File: config.mk
export PLATFORM = sky130hd
export DESIGN_NAME = immop_exec
export DESIGN_NICKNAME = d
export VERILOG_FILES = /design/src/rtl/immop_pkg.sv /design/src/rtl/immop_decode.sv /design/src/rtl/immop_bitshift.sv /design/src/rtl/immop_mult.sv /design/src/rtl/immop_exec.sv
export SDC_FILE = /design/constraint.sdc
export NUM_CORES = 1
export LEC_CHECK = 0
export CAP_MARGIN = 25
export CELL_PAD_IN_SITES_DETAIL_PLACEMENT = 0
export CELL_PAD_IN_SITES_GLOBAL_PLACEMENT = 2
export CORE_ASPECT_RATIO = 0.9
export CORE_MARGIN = 5
export CORE_UTILIZATION = 42
export CTS_BUF_LIST = sky130_fd_sc_hd__clkbuf_16
export CTS_CLUSTER_SIZE = 16
export DETAILED_ROUTE_END_ITERATION = 10
export DONT_BUFFER_PORTS = 1
export GPL_TIMING_DRIVEN = 0
export PLACE_DENSITY = 0.95
export SLEW_MARGIN = 40
export SYNTH_ARGS = -nofsm -noshare
export SYNTH_HDL_FRONTEND = slang
export SYNTH_HIERARCHICAL = 1
export SYNTH_SLANG_ARGS = --single-unit
File: constraint.sdc
create_clock -name clk -period 12 [get_ports clk]
set_input_delay 3 -clock clk [delete_from_list [all_inputs] [get_ports clk]]
set_output_delay 3 -clock clk [all_outputs]
set_load 0.01 [all_outputs]
File: src/rtl/immop_pkg.sv
// Package: shared operation codes and flag bit positions for the
// register-immediate execution unit.
// Assumes the operation is named by the upper nibble of the opcode byte.
package immop_pkg;

    // Operation kind, equal to the upper nibble of the opcode byte
    typedef enum logic [3:0] {
        K_AND  = 4'h0,
        K_OR   = 4'h1,
        K_XOR  = 4'h2,
        K_ASR  = 4'h4,
        K_LSR  = 4'h5,
        K_ASL  = 4'h6,
        K_MUL  = 4'hA,
        K_MULU = 4'hB
    } op_kind_t;

    // Required lower nibble of every accepted opcode byte
    localparam logic [3:0] OP_SUFFIX = 4'h9;

    // Bit positions inside the flag vector
    localparam int FLG_Z = 0;
    localparam int FLG_N = 1;
    localparam int FLG_C = 2;
    localparam int FLG_V = 3;
    localparam int FLG_W = 4;

endpackage

File: src/rtl/immop_decode.sv
// Module: immop_decode
// Turns the opcode byte into an operation kind and an accept bit.
// Assumes: purely combinational. Bytes outside the supported set are
// rejected, and the kind output is then don't-care.
module immop_decode
    import immop_pkg::*;
(
    input  logic [7:0] op_byte,
    output logic       op_ok,
    output op_kind_t   kind,
    output logic       is_mul
);

    logic known;

    // Decode the upper nibble and check the fixed lower nibble
    always_comb begin
        kind = op_kind_t'(op_byte[7:4]);
        unique case (op_byte[7:4])
            4'h0, 4'h1, 4'h2, 4'h4, 4'h5, 4'h6, 4'hA, 4'hB: known = 1'b1;
            default:                                        known = 1'b0;
        endcase
        op_ok  = known && (op_byte[3:0] == OP_SUFFIX);
        is_mul = (op_byte[7:4] == 4'hA) || (op_byte[7:4] == 4'hB);
    end

endmodule

File: src/rtl/immop_bitshift.sv
// Module: immop_bitshift
// Bitwise operations with the zero-extended immediate, and the three
// shifts by the full immediate value.
// Assumes: combinational. Shift amounts at or above DATA_W saturate in
// the natural way: zero fill, or sign fill for the arithmetic shift.
module immop_bitshift
    import immop_pkg::*;
#(
    parameter int DATA_W = 32,
    parameter int IMM_W  = 8
) (
    input  op_kind_t            kind,
    input  logic [DATA_W-1:0]   a,
    input  logic [IMM_W-1:0]    imm,
    output logic [DATA_W-1:0]   res
);

    localparam int PAD_W = DATA_W - IMM_W;

    logic [DATA_W-1:0] imm_z;

    // Zero-extend the immediate for the bitwise operations
    assign imm_z = {{PAD_W{1'b0}}, imm};

    // Pick the bitwise or shift result for the decoded kind
    always_comb begin
        unique case (kind)
            K_OR:    res = a | imm_z;
            K_XOR:   res = a ^ imm_z;
            K_ASR:   res = DATA_W'($signed(a) >>> imm);
            K_LSR:   res = a >> imm;
            K_ASL:   res = a << imm;
            default: res = a & imm_z;
        endcase
    end

endmodule

File: src/rtl/immop_mult.sv
// Module: immop_mult
// One shared multiplier for the signed and unsigned register-by-immediate
// products. Both operands are extended to the product width, sign or zero
// according to sgn, and the product is taken modulo 2^PROD_W, which gives
// the correct two's-complement result in both cases.
// Assumes: combinational. The caller registers the outputs.
module immop_mult #(
    parameter int DATA_W = 32,
    parameter int IMM_W  = 8
) (
    input  logic              sgn,
    input  logic [DATA_W-1:0] a,
    input  logic [IMM_W-1:0]  imm,
    output logic [DATA_W-1:0] lo,
    output logic [DATA_W-1:0] hi
);

    localparam int PROD_W = 2 * DATA_W;
    localparam int IPAD_W = PROD_W - IMM_W;

    logic [PROD_W-1:0] a_w;
    logic [PROD_W-1:0] b_w;
    logic [PROD_W-1:0] prod;

    // Extend both operands to the product width, then multiply
    always_comb begin
        a_w  = {{DATA_W{sgn & a[DATA_W-1]}}, a};
        b_w  = {{IPAD_W{sgn & imm[IMM_W-1]}}, imm};
        prod = a_w * b_w;
        lo   = prod[DATA_W-1:0];
        hi   = prod[PROD_W-1:DATA_W];
    end

endmodule

File: src/rtl/immop_exec.sv
// Module: immop_exec (top)
// Register-immediate execution unit. It decodes the opcode byte, computes
// the result, applies the flag rule of each operation and registers all
// outputs one edge after an accepted strobe.
// Assumes: the register file and the status word live outside the unit.
// c_in and v_in carry the present C and V for the operations that keep them.
module immop_exec
    import immop_pkg::*;
#(
    parameter int DATA_W = 32,
    parameter int IMM_W  = 8
) (
    input  logic              clk,
    input  logic              rst_n,
    input  logic              op_valid,
    input  logic [7:0]        op_byte,
    input  logic [DATA_W-1:0] opnd,
    input  logic [IMM_W-1:0]  imm,
    input  logic              c_in,
    input  logic              v_in,
    output logic              res_valid,
    output logic [DATA_W-1:0] result,
    output logic [FLG_W-1:0]  flags_out,
    output logic              hi_we,
    output logic [DATA_W-1:0] hi_word
);

    op_kind_t          kind;
    logic              op_ok;
    logic              is_mul;
    logic              accept;
    logic [DATA_W-1:0] bs_res;
    logic [DATA_W-1:0] mul_lo;
    logic [DATA_W-1:0] mul_hi;
    logic [DATA_W-1:0] res_d;
    logic [FLG_W-1:0]  flg_d;

    immop_decode u_dec (
        .op_byte (op_byte),
        .op_ok   (op_ok),
        .kind    (kind),
        .is_mul  (is_mul)
    );

    immop_bitshift #(.DATA_W(DATA_W), .IMM_W(IMM_W)) u_bs (
        .kind (kind),
        .a    (opnd),
        .imm  (imm),
        .res  (bs_res)
    );

    immop_mult #(.DATA_W(DATA_W), .IMM_W(IMM_W)) u_mul (
        .sgn (kind == K_MUL),
        .a   (opnd),
        .imm (imm),
        .lo  (mul_lo),
        .hi  (mul_hi)
    );

    assign accept = op_valid && op_ok;

    // Select the result and apply the flag rule of each operation
    always_comb begin
        res_d = is_mul ? mul_lo : bs_res;
        flg_d[FLG_Z] = (res_d == '0);
        flg_d[FLG_N] = res_d[DATA_W-1];
        unique case (kind)
            K_ASR, K_LSR: begin
                flg_d[FLG_C] = opnd[0];
                flg_d[FLG_V] = v_in;
            end
            K_ASL: begin
                flg_d[FLG_C] = c_in;
                flg_d[FLG_V] = v_in;
            end
            default: begin
                flg_d[FLG_C] = 1'b0;
                flg_d[FLG_V] = 1'b0;
            end
        endcase
    end

    // Output registers: load on an accepted strobe, clear on reset
    always_ff @(posedge clk) begin
        if (!rst_n) begin
            res_valid <= 1'b0;
            hi_we     <= 1'b0;
            result    <= '0;
            flags_out <= '0;
            hi_word   <= '0;
        end else begin
            res_valid <= accept;
            hi_we     <= accept && is_mul;
            if (accept) begin
                result    <= res_d;
                flags_out <= flg_d;
            end
            if (accept && is_mul) begin
                hi_word <= mul_hi;
            end
        end
    end

    // a valid result only follows a strobe
    a_r2_valid_after_strobe: assert property (@(posedge clk) disable iff (!rst_n)
        res_valid |-> $past(op_valid));

    // a rejected or absent operation leaves the result unchanged
    a_r1_reject_holds: assert property (@(posedge clk) disable iff (!rst_n)
        !accept |=> ($stable(result) && $stable(flags_out) && !res_valid));

    // Z and N agree with the registered result
    a_r4_zn_match: assert property (@(posedge clk) disable iff (!rst_n)
        res_valid |-> (flags_out[FLG_Z] == (result == '0)
                       && flags_out[FLG_N] == result[DATA_W-1]));

    // left shift passes C and V through
    a_r7_asl_keeps_cv: assert property (@(posedge clk) disable iff (!rst_n)
        (accept && kind == K_ASL) |=> (flags_out[FLG_C] == $past(c_in)
                                       && flags_out[FLG_V] == $past(v_in)));

    // the high-word write only comes with a valid result
    a_r10_hi_with_valid: assert property (@(posedge clk) disable iff (!rst_n)
        hi_we |-> res_valid);

    // the high word changes only on a multiply write
    a_r10_hi_stable: assert property (@(posedge clk) disable iff (!rst_n)
        !hi_we |-> $stable(hi_word));

endmodule

==> flow_summary.yaml, run 1 <==
floorplanning:
  ios: 123
  die_w_um: 233
  dieArea_um2: 49200
  rows: 73
  core-area_um2: 44200
  start_util: 0.426
  die_y_um: 211
critical_path:
  path_class: "in -> reg"
  ff2ff_setup_slack_ns: 11.21
  cp-start-kind: "primary input"
  worstReg2RegStart: "flags_out[1]"
  cp_max_fo: 10
  arrival_ns: 10.38
  cp.required_ns: 12.28
  endpoint_kind: "register"
  r2r-end: "flags_out[1]"
  r2r_cells: 1
global_route:
  grt_util_all_layers: 0.344
  grt_start_max_net_pins: 21
  antenna_found_initial: 4
  grt_overflow_total: 0
  first_global_vias: 18800
  grt_pass1_wl_mm: 125
timing:
  fmax_ghz: 0.0990
  slew_headroom: 0.371
  slew_viol_final: 0
  rsz0062_at_grt: "false"
  finalHoldViolations: 0
  tightest_slew_ns: 0.938
  setup_viol: 0
  tns_ns: 0
  final.period_utilization: 0.842
  post-route-min-period_ns: 10.10
  finClkSkew_ns: 0
clock_tree:
  cts_tree: "built"
  clk_latency_ns: 0.33
  numCtsBuffers: 9
  root_buffer: "clkbuf_16"
  clk_pin_slew_ns: 0.07
  cts_buffer_depth: 2
  post_cts_buffers: 0
  h-tree-depth: 3
  postCtsResizedCells: 0
  clkSinkCount: 69
  cts_hold_buf: 0
routing:
  drt-total-wl_mm: 86.5
  wl_per_cell_um: 30.5
  dr.pass1.iters: 8
  routed_via_density: 6.47
  drtIter0Drc: 2173
  ant_nets: 0
  route.detailed.drc: 0
  vias: 18300
synthesis:
  syn-num-nets: 2602
  synthTopCellsByArea: "fa_1 (25%), dfxtp_1 (7.3%), ha_1 (6.8%)"
  ys_warn_count: 6
  avgSynthCellArea_um2: 8.52
  synth_edf_count: 0
  syn-instance-count: 2209
  yosysMostFrequentCell: "nand2_1"
  synth-main-ff-cell: "dfxtp_1"
  yosys-top-cells-count: "nand2_1 (303), fa_1 (238), inv_1 (168)"
  synth_area_leader_cell: "fa_1"
  syn-cell-area_um2: 18800
  async_reset_ff_frac: 0
  yosysSeqAreaShare: 0.0734
  synth.top_cell.area_share: 0.253
  synthDistinctLibCells: 97
  synth-seq-cells: 69
place:
  place_inst: 2812
  routabilityCongestion: 1.05
  hpwl_mm: 68.8
  io_buffer_count: 0
finish:
  area_growth_pct: 5.96
  final_cells: 2831
  fin_nets: 2616
  multiInputGateArea_um2: 15900
  drive_gt1_frac: 0.0911
  regArea_um2: 1380
  fillerInstances: 4456
power:
  ir_drop_uv: 125
  cellPowerDensity_nw_per_um2: 167
  p_leak_nw: 8.82
status:
  status: "completed"
hold_path:
  worstHoldStart: "hi_word[11]"
  worstHoldEndpoint: "hi_word[11]"
  hold_path_class: "reg -> reg"
  hold_path_depth: 2
flow_run:
  drv_cap: 0
## worst max path at each step
stage / startpoint / endpoint / slack (ns) / cells after the start
finish: op_byte[4] / flags_out[0] / 1.90 / 26
global placement: op_byte[4] / hi_word[20] / 0.19 / 24
CTS: op_byte[4] / flags_out[0] / 1.96 / 27
detailed placement: op_byte[4] / flags_out[0] / 1.65 / 27
global route: op_byte[4] / hi_word[19] / 1.55 / 26
floorplan: op_byte[4] / hi_word[10] / 2.68 / 24
## logic make-up after synthesis
| group | Yosys count | synth area share |
|---|---|---|
| simple gates | 751 | 0.194 |
| compound gates | 473 | 0.180 |
| buf+inv | 367 | 0.0858 |
| fa+ha+maj | 340 | 0.321 |
| mux | 166 | 0.126 |
| flops | 69 | 0.0734 |
| xor+xnor | 43 | 0.0200 |
## layout by cell type (no fill, tap or decap), types with 32 or more instances in the layout
master,instances
inv_1,168
fa_1,238
o211a_1,32
a21boi_0,34
clkbuf_1,105
mux4_2,44
mux2i_1,89
and2_1,165
nand3_1,36
ha_1,102
a21oi_1,94
o21ai_0,64
nor2_1,115
nand2_1,303
dfxtp_1,69
buf_4,32
## layer usage
layer / part of all wire / GRT usage / vias to the layer above
met2: 0.45 / 0.544 / 1135
met1: 0.38 / 0.434 / 9190
met3: 0.099 / 0.0831 / 313
met4: 0.073 / 0.195 / 2
met5: 0.00015 / 0 / -
li1: - / - / 7678
## area by class of cell
type | count | area share
Clock inverter | 7 | 0.00314
Clock buffer | 9 | 0.0113
Antenna cell | 3 | 0.000376
Multi-Input combinational cell | 1773 | 0.796
Tap cell | 600 | 0.0376
Sequential cell | 69 | 0.0693
Buffer | 195 | 0.0489
Inverter | 172 | 0.0324
Timing Repair Buffer | 3 | 0.00100
## sequential cells by signal, summed over array words and instances, names as in the netlist
name / count
hi_word: 32
flags_out: 4
hi_we: 1
result: 31
res_valid: 1
## worst max-delay path, cell delays in order
cell and delay (ns):
buf_4 0.15, nor4bb_4 0.26, buf_4 0.23, and2_0 0.14, clkbuf_1 0.49, inv_1 0.14, clkbuf_1 0.38, nor2_1 0.25
fa_1 0.45, fa_1 0.51, fa_1 0.42, fa_1 0.48, ha_1 0.29, ha_1 0.36, a21o_1 0.25, a211oi_2 0.21
a21oi_2 0.15, a31oi_4 0.28, o21bai_1 0.09, a21oi_1 0.19, xnor2_1 0.17, or4_4 0.54, nor4_2 0.15, nand4b_1 0.15
a211oi_1 0.44, a32o_1 0.18
## stage by stage
step | instance area [um2] | hold WS, ns | setup WS (ns) | power (mW) | util
final | 19900 | 0.517 | 1.90 | 3.33 | 0.451
after floorplan | 18800 | 0.488 | 2.68 | 2.20 | -
after CTS | 19900 | 0.522 | 1.96 | 3.29 | 0.451
after global placement | 19600 | 0.506 | 0.186 | 2.98 | 0.443
after detailed placement | 19600 | 0.512 | 1.65 | 3.01 | 0.444
after global routing | 19900 | 0.538 | 1.55 | 3.59 | 0.451
## report_power, final
part	total, mW	switching (mW)	internal (mW)
Combinational	2.84	1.80	1.03
Clock	0.262	0.118	0.145
Sequential	0.233	0.00254	0.230
No activity file was read; power rests on OpenSTA's default activity.
==> run 2: changes to the inputs <==
- CORE_UTILIZATION: 42 -> 38
- PLACE_DENSITY: 0.95 -> 0.91
- clock period: 12 -> 9.1 ns (I/O delays scaled with it)
==> run 2 against run 1 <==
Clock power is 46% higher. Final cell count is 1.2% higher. Flip-flop and latch count stayed put. Combinational power rose by 33%. Highest routed layer is now met4. Sequential share of layout area is essentially flat. Critical endpoint unchanged. Non-clock buffer count is 1 lower. Clock-buffer cell count unchanged. Sequential power grew 32%. Clock skew stayed put. Hold slack lost 0.0017 ns. Largest power group unchanged. Core utilization decreased by 4.2 points. Die area increased by 10%.
==> flow_summary.yaml, run 2 (synthesis gave the netlist of run 1 again) <==
timing:
  slew_headroom: 0.372
  slew_viol_final: 0
  final.period_utilization: 0.967
  finClkSkew_ns: 0
  rsz0062_at_grt: "false"
  setup_viol: 0
  tns_ns: 0
  post-route-min-period_ns: 8.80
  fmax_ghz: 0.114
  finalHoldViolations: 0
  worst_slack_ns: 0.298
  tightest_slew_ns: 0.943
power:
  ir_drop_uv: 171
  intPower_mw: 1.92
  pwr-share-comb: 0.845
  p_switching_mw: 2.54
  cellPowerDensity_nw_per_um2: 222
  p_leak_nw: 8.85
  netSwitchingFraction: 0.569
  pwr-share-seq: 0.069
  pwr-share-clk: 0.086
finish:
  fin_nets: 2615
  final_common_cell: "nand2_1"
  area_growth_pct: 6.71
  largest_register: "hi_word"
  final_area_um2: 20100
  largest_reg_flops: 32
  drive_gt1_frac: 0.0961
  reg_top3: "hi_word: 32 flops, result: 31 flops, flags_out: 4 flops"
  utilization: 0.410
  final_cells: 2866
  final_cell_mix: "nand2_1 (303), fa_1 (238), inv_1 (168)"
global_route:
  grt_start_max_net_pins: 21
  first_global_vias: 18700
  antenna_found_initial: 4
  grt_pass1_wl_mm: 128
  grt_util_all_layers: 0.314
  grt_overflow_total: 0
routing:
  vias: 18500
  route.detailed.drc: 0
  drt-total-wl_mm: 87.4
  routed_via_density: 6.44
  drtIter0Drc: 2178
  wl_per_cell_um: 30.5
  ant_nets: 0
  dr.pass1.iters: 8
place:
  hpwl_mm: 69.1
  place_inst: 2843
  pre_cts_ws_ns: -0.571
  routabilityCongestion: 1.08
  dpl_cell_area_um2: 19700
  io_buffer_count: 0
critical_path:
  cp_max_fo: 10
  ff2ff_setup_slack_ns: 8.33
  r2r-end: "result[26]"
  cp-start-kind: "primary input"
  crit_start: "op_byte[4]"
  cp.required_ns: 9.38
  arrival_ns: 9.08
  worstReg2RegStart: "result[26]"
  path_class: "in -> reg"
  endpoint_kind: "register"
  critPathCapture: "flags_out[0]"
  r2r_cells: 1
clock_tree:
  postCtsResizedCells: 1
  clk_latency_ns: 0.33
  root_buffer: "clkbuf_16"
  cts_hold_buf: 0
  h-tree-depth: 3
  clk_pin_slew_ns: 0.06
  post_cts_buffers: 0
  clkSinkCount: 69
  cts_buffer_depth: 2
  numCtsBuffers: 9
  cts_tree: "built"
floorplanning:
  core-area_um2: 49000
  die_y_um: 221
  die_w_um: 245
  ios: 123
  rows: 77
  start_util: 0.384
  dieArea_um2: 54100
flow_run:
  drv_cap: 0
status:
  status: "completed"
hold_path:
  hold_path_class: "reg -> reg"
-- run 2: cell types whose count changed in the layout (fill, tap and decap cells not counted), sizes merged --
cell    before  now
diode        3    7
inv        177  173
bufinv       0    2
clkinv       1    3
buf         89   88
-- run 2: per-layer routing --
layer / track usage / vias to the layer above / part of all wire / routed length [um]
li1: - / 7669 / - / -
met1: 0.401 / 9284 / 0.39 / 33700
met2: 0.489 / 1215 / 0.44 / 38700
met3: 0.0929 / 288 / 0.11 / 9530
met4: 0.150 / 0 / 0.062 / 5460
met5: 0 / - / 0 / 0
-- run 2: layout make-up --
type	count	area (um2)
Antenna cell	7	17.5
Buffer	195	982
Clock buffer	9	225
Clock inverter	7	98.8
Fill cell	4945	29000
Inverter	172	646
Multi-Input combinational cell	1773	15900
Sequential cell	69	1380
Tap cell	632	791
Timing Repair Buffer	2	15.0
-- run 2: through the flow --
step,power [mW],hold WS [ns]
finish,4.46,0.515
global placement,3.95,0.507
global route,4.79,0.533
detailed placement,3.97,0.510
CTS,4.39,0.518
floorplan,2.91,0.488
-- run 2: worst min path at each step --
| stage | start | endpoint | cells after the start |
|---|---|---|---|
| 2_1_floorplan | hi_word[10] | hi_word[10] | 2 |
| 3_3_place_gp | hi_word[15] | hi_word[15] | 2 |
| 3_5_place_dp | hi_word[19] | hi_word[19] | 2 |
| 4_1_cts | hi_word[19] | hi_word[19] | 2 |
| 5_1_grt | hi_word[17] | hi_word[17] | 2 |
| 6_report | hi_word[19] | hi_word[19] | 2 |
-- run 2: critical path: stages --
cell,delay (ns)
buf_4,0.15
nor4bb_4,0.27
buf_4,0.23
and2_0,0.14
clkbuf_4,0.23
inv_1,0.09
clkbuf_2,0.24
nor2_1,0.20
fa_1,0.47
fa_1,0.48
fa_1,0.52
fa_1,0.42
ha_1,0.30
ha_1,0.27
buf_2,0.17
a211oi_1,0.23
a2bb2oi_1,0.13
o21bai_1,0.21
a31oi_4,0.25
o21bai_1,0.10
a21oi_1,0.17
xnor2_1,0.17
or4_4,0.55
nor4_2,0.17
nand4b_1,0.17
a211oi_2,0.31
a32o_1,0.15
-- run 2: power groups by stage --
stage / logic [mW] / registers, mW / clock network, mW
2_1_floorplan: 2.59 / 0.313 / 0
3_3_place_gp: 3.64 / 0.314 / 0
3_5_place_dp: 3.66 / 0.314 / 0
4_1_cts: 3.69 / 0.308 / 0.388
5_1_grt: 4.08 / 0.308 / 0.403
6_report: 3.77 / 0.308 / 0.383
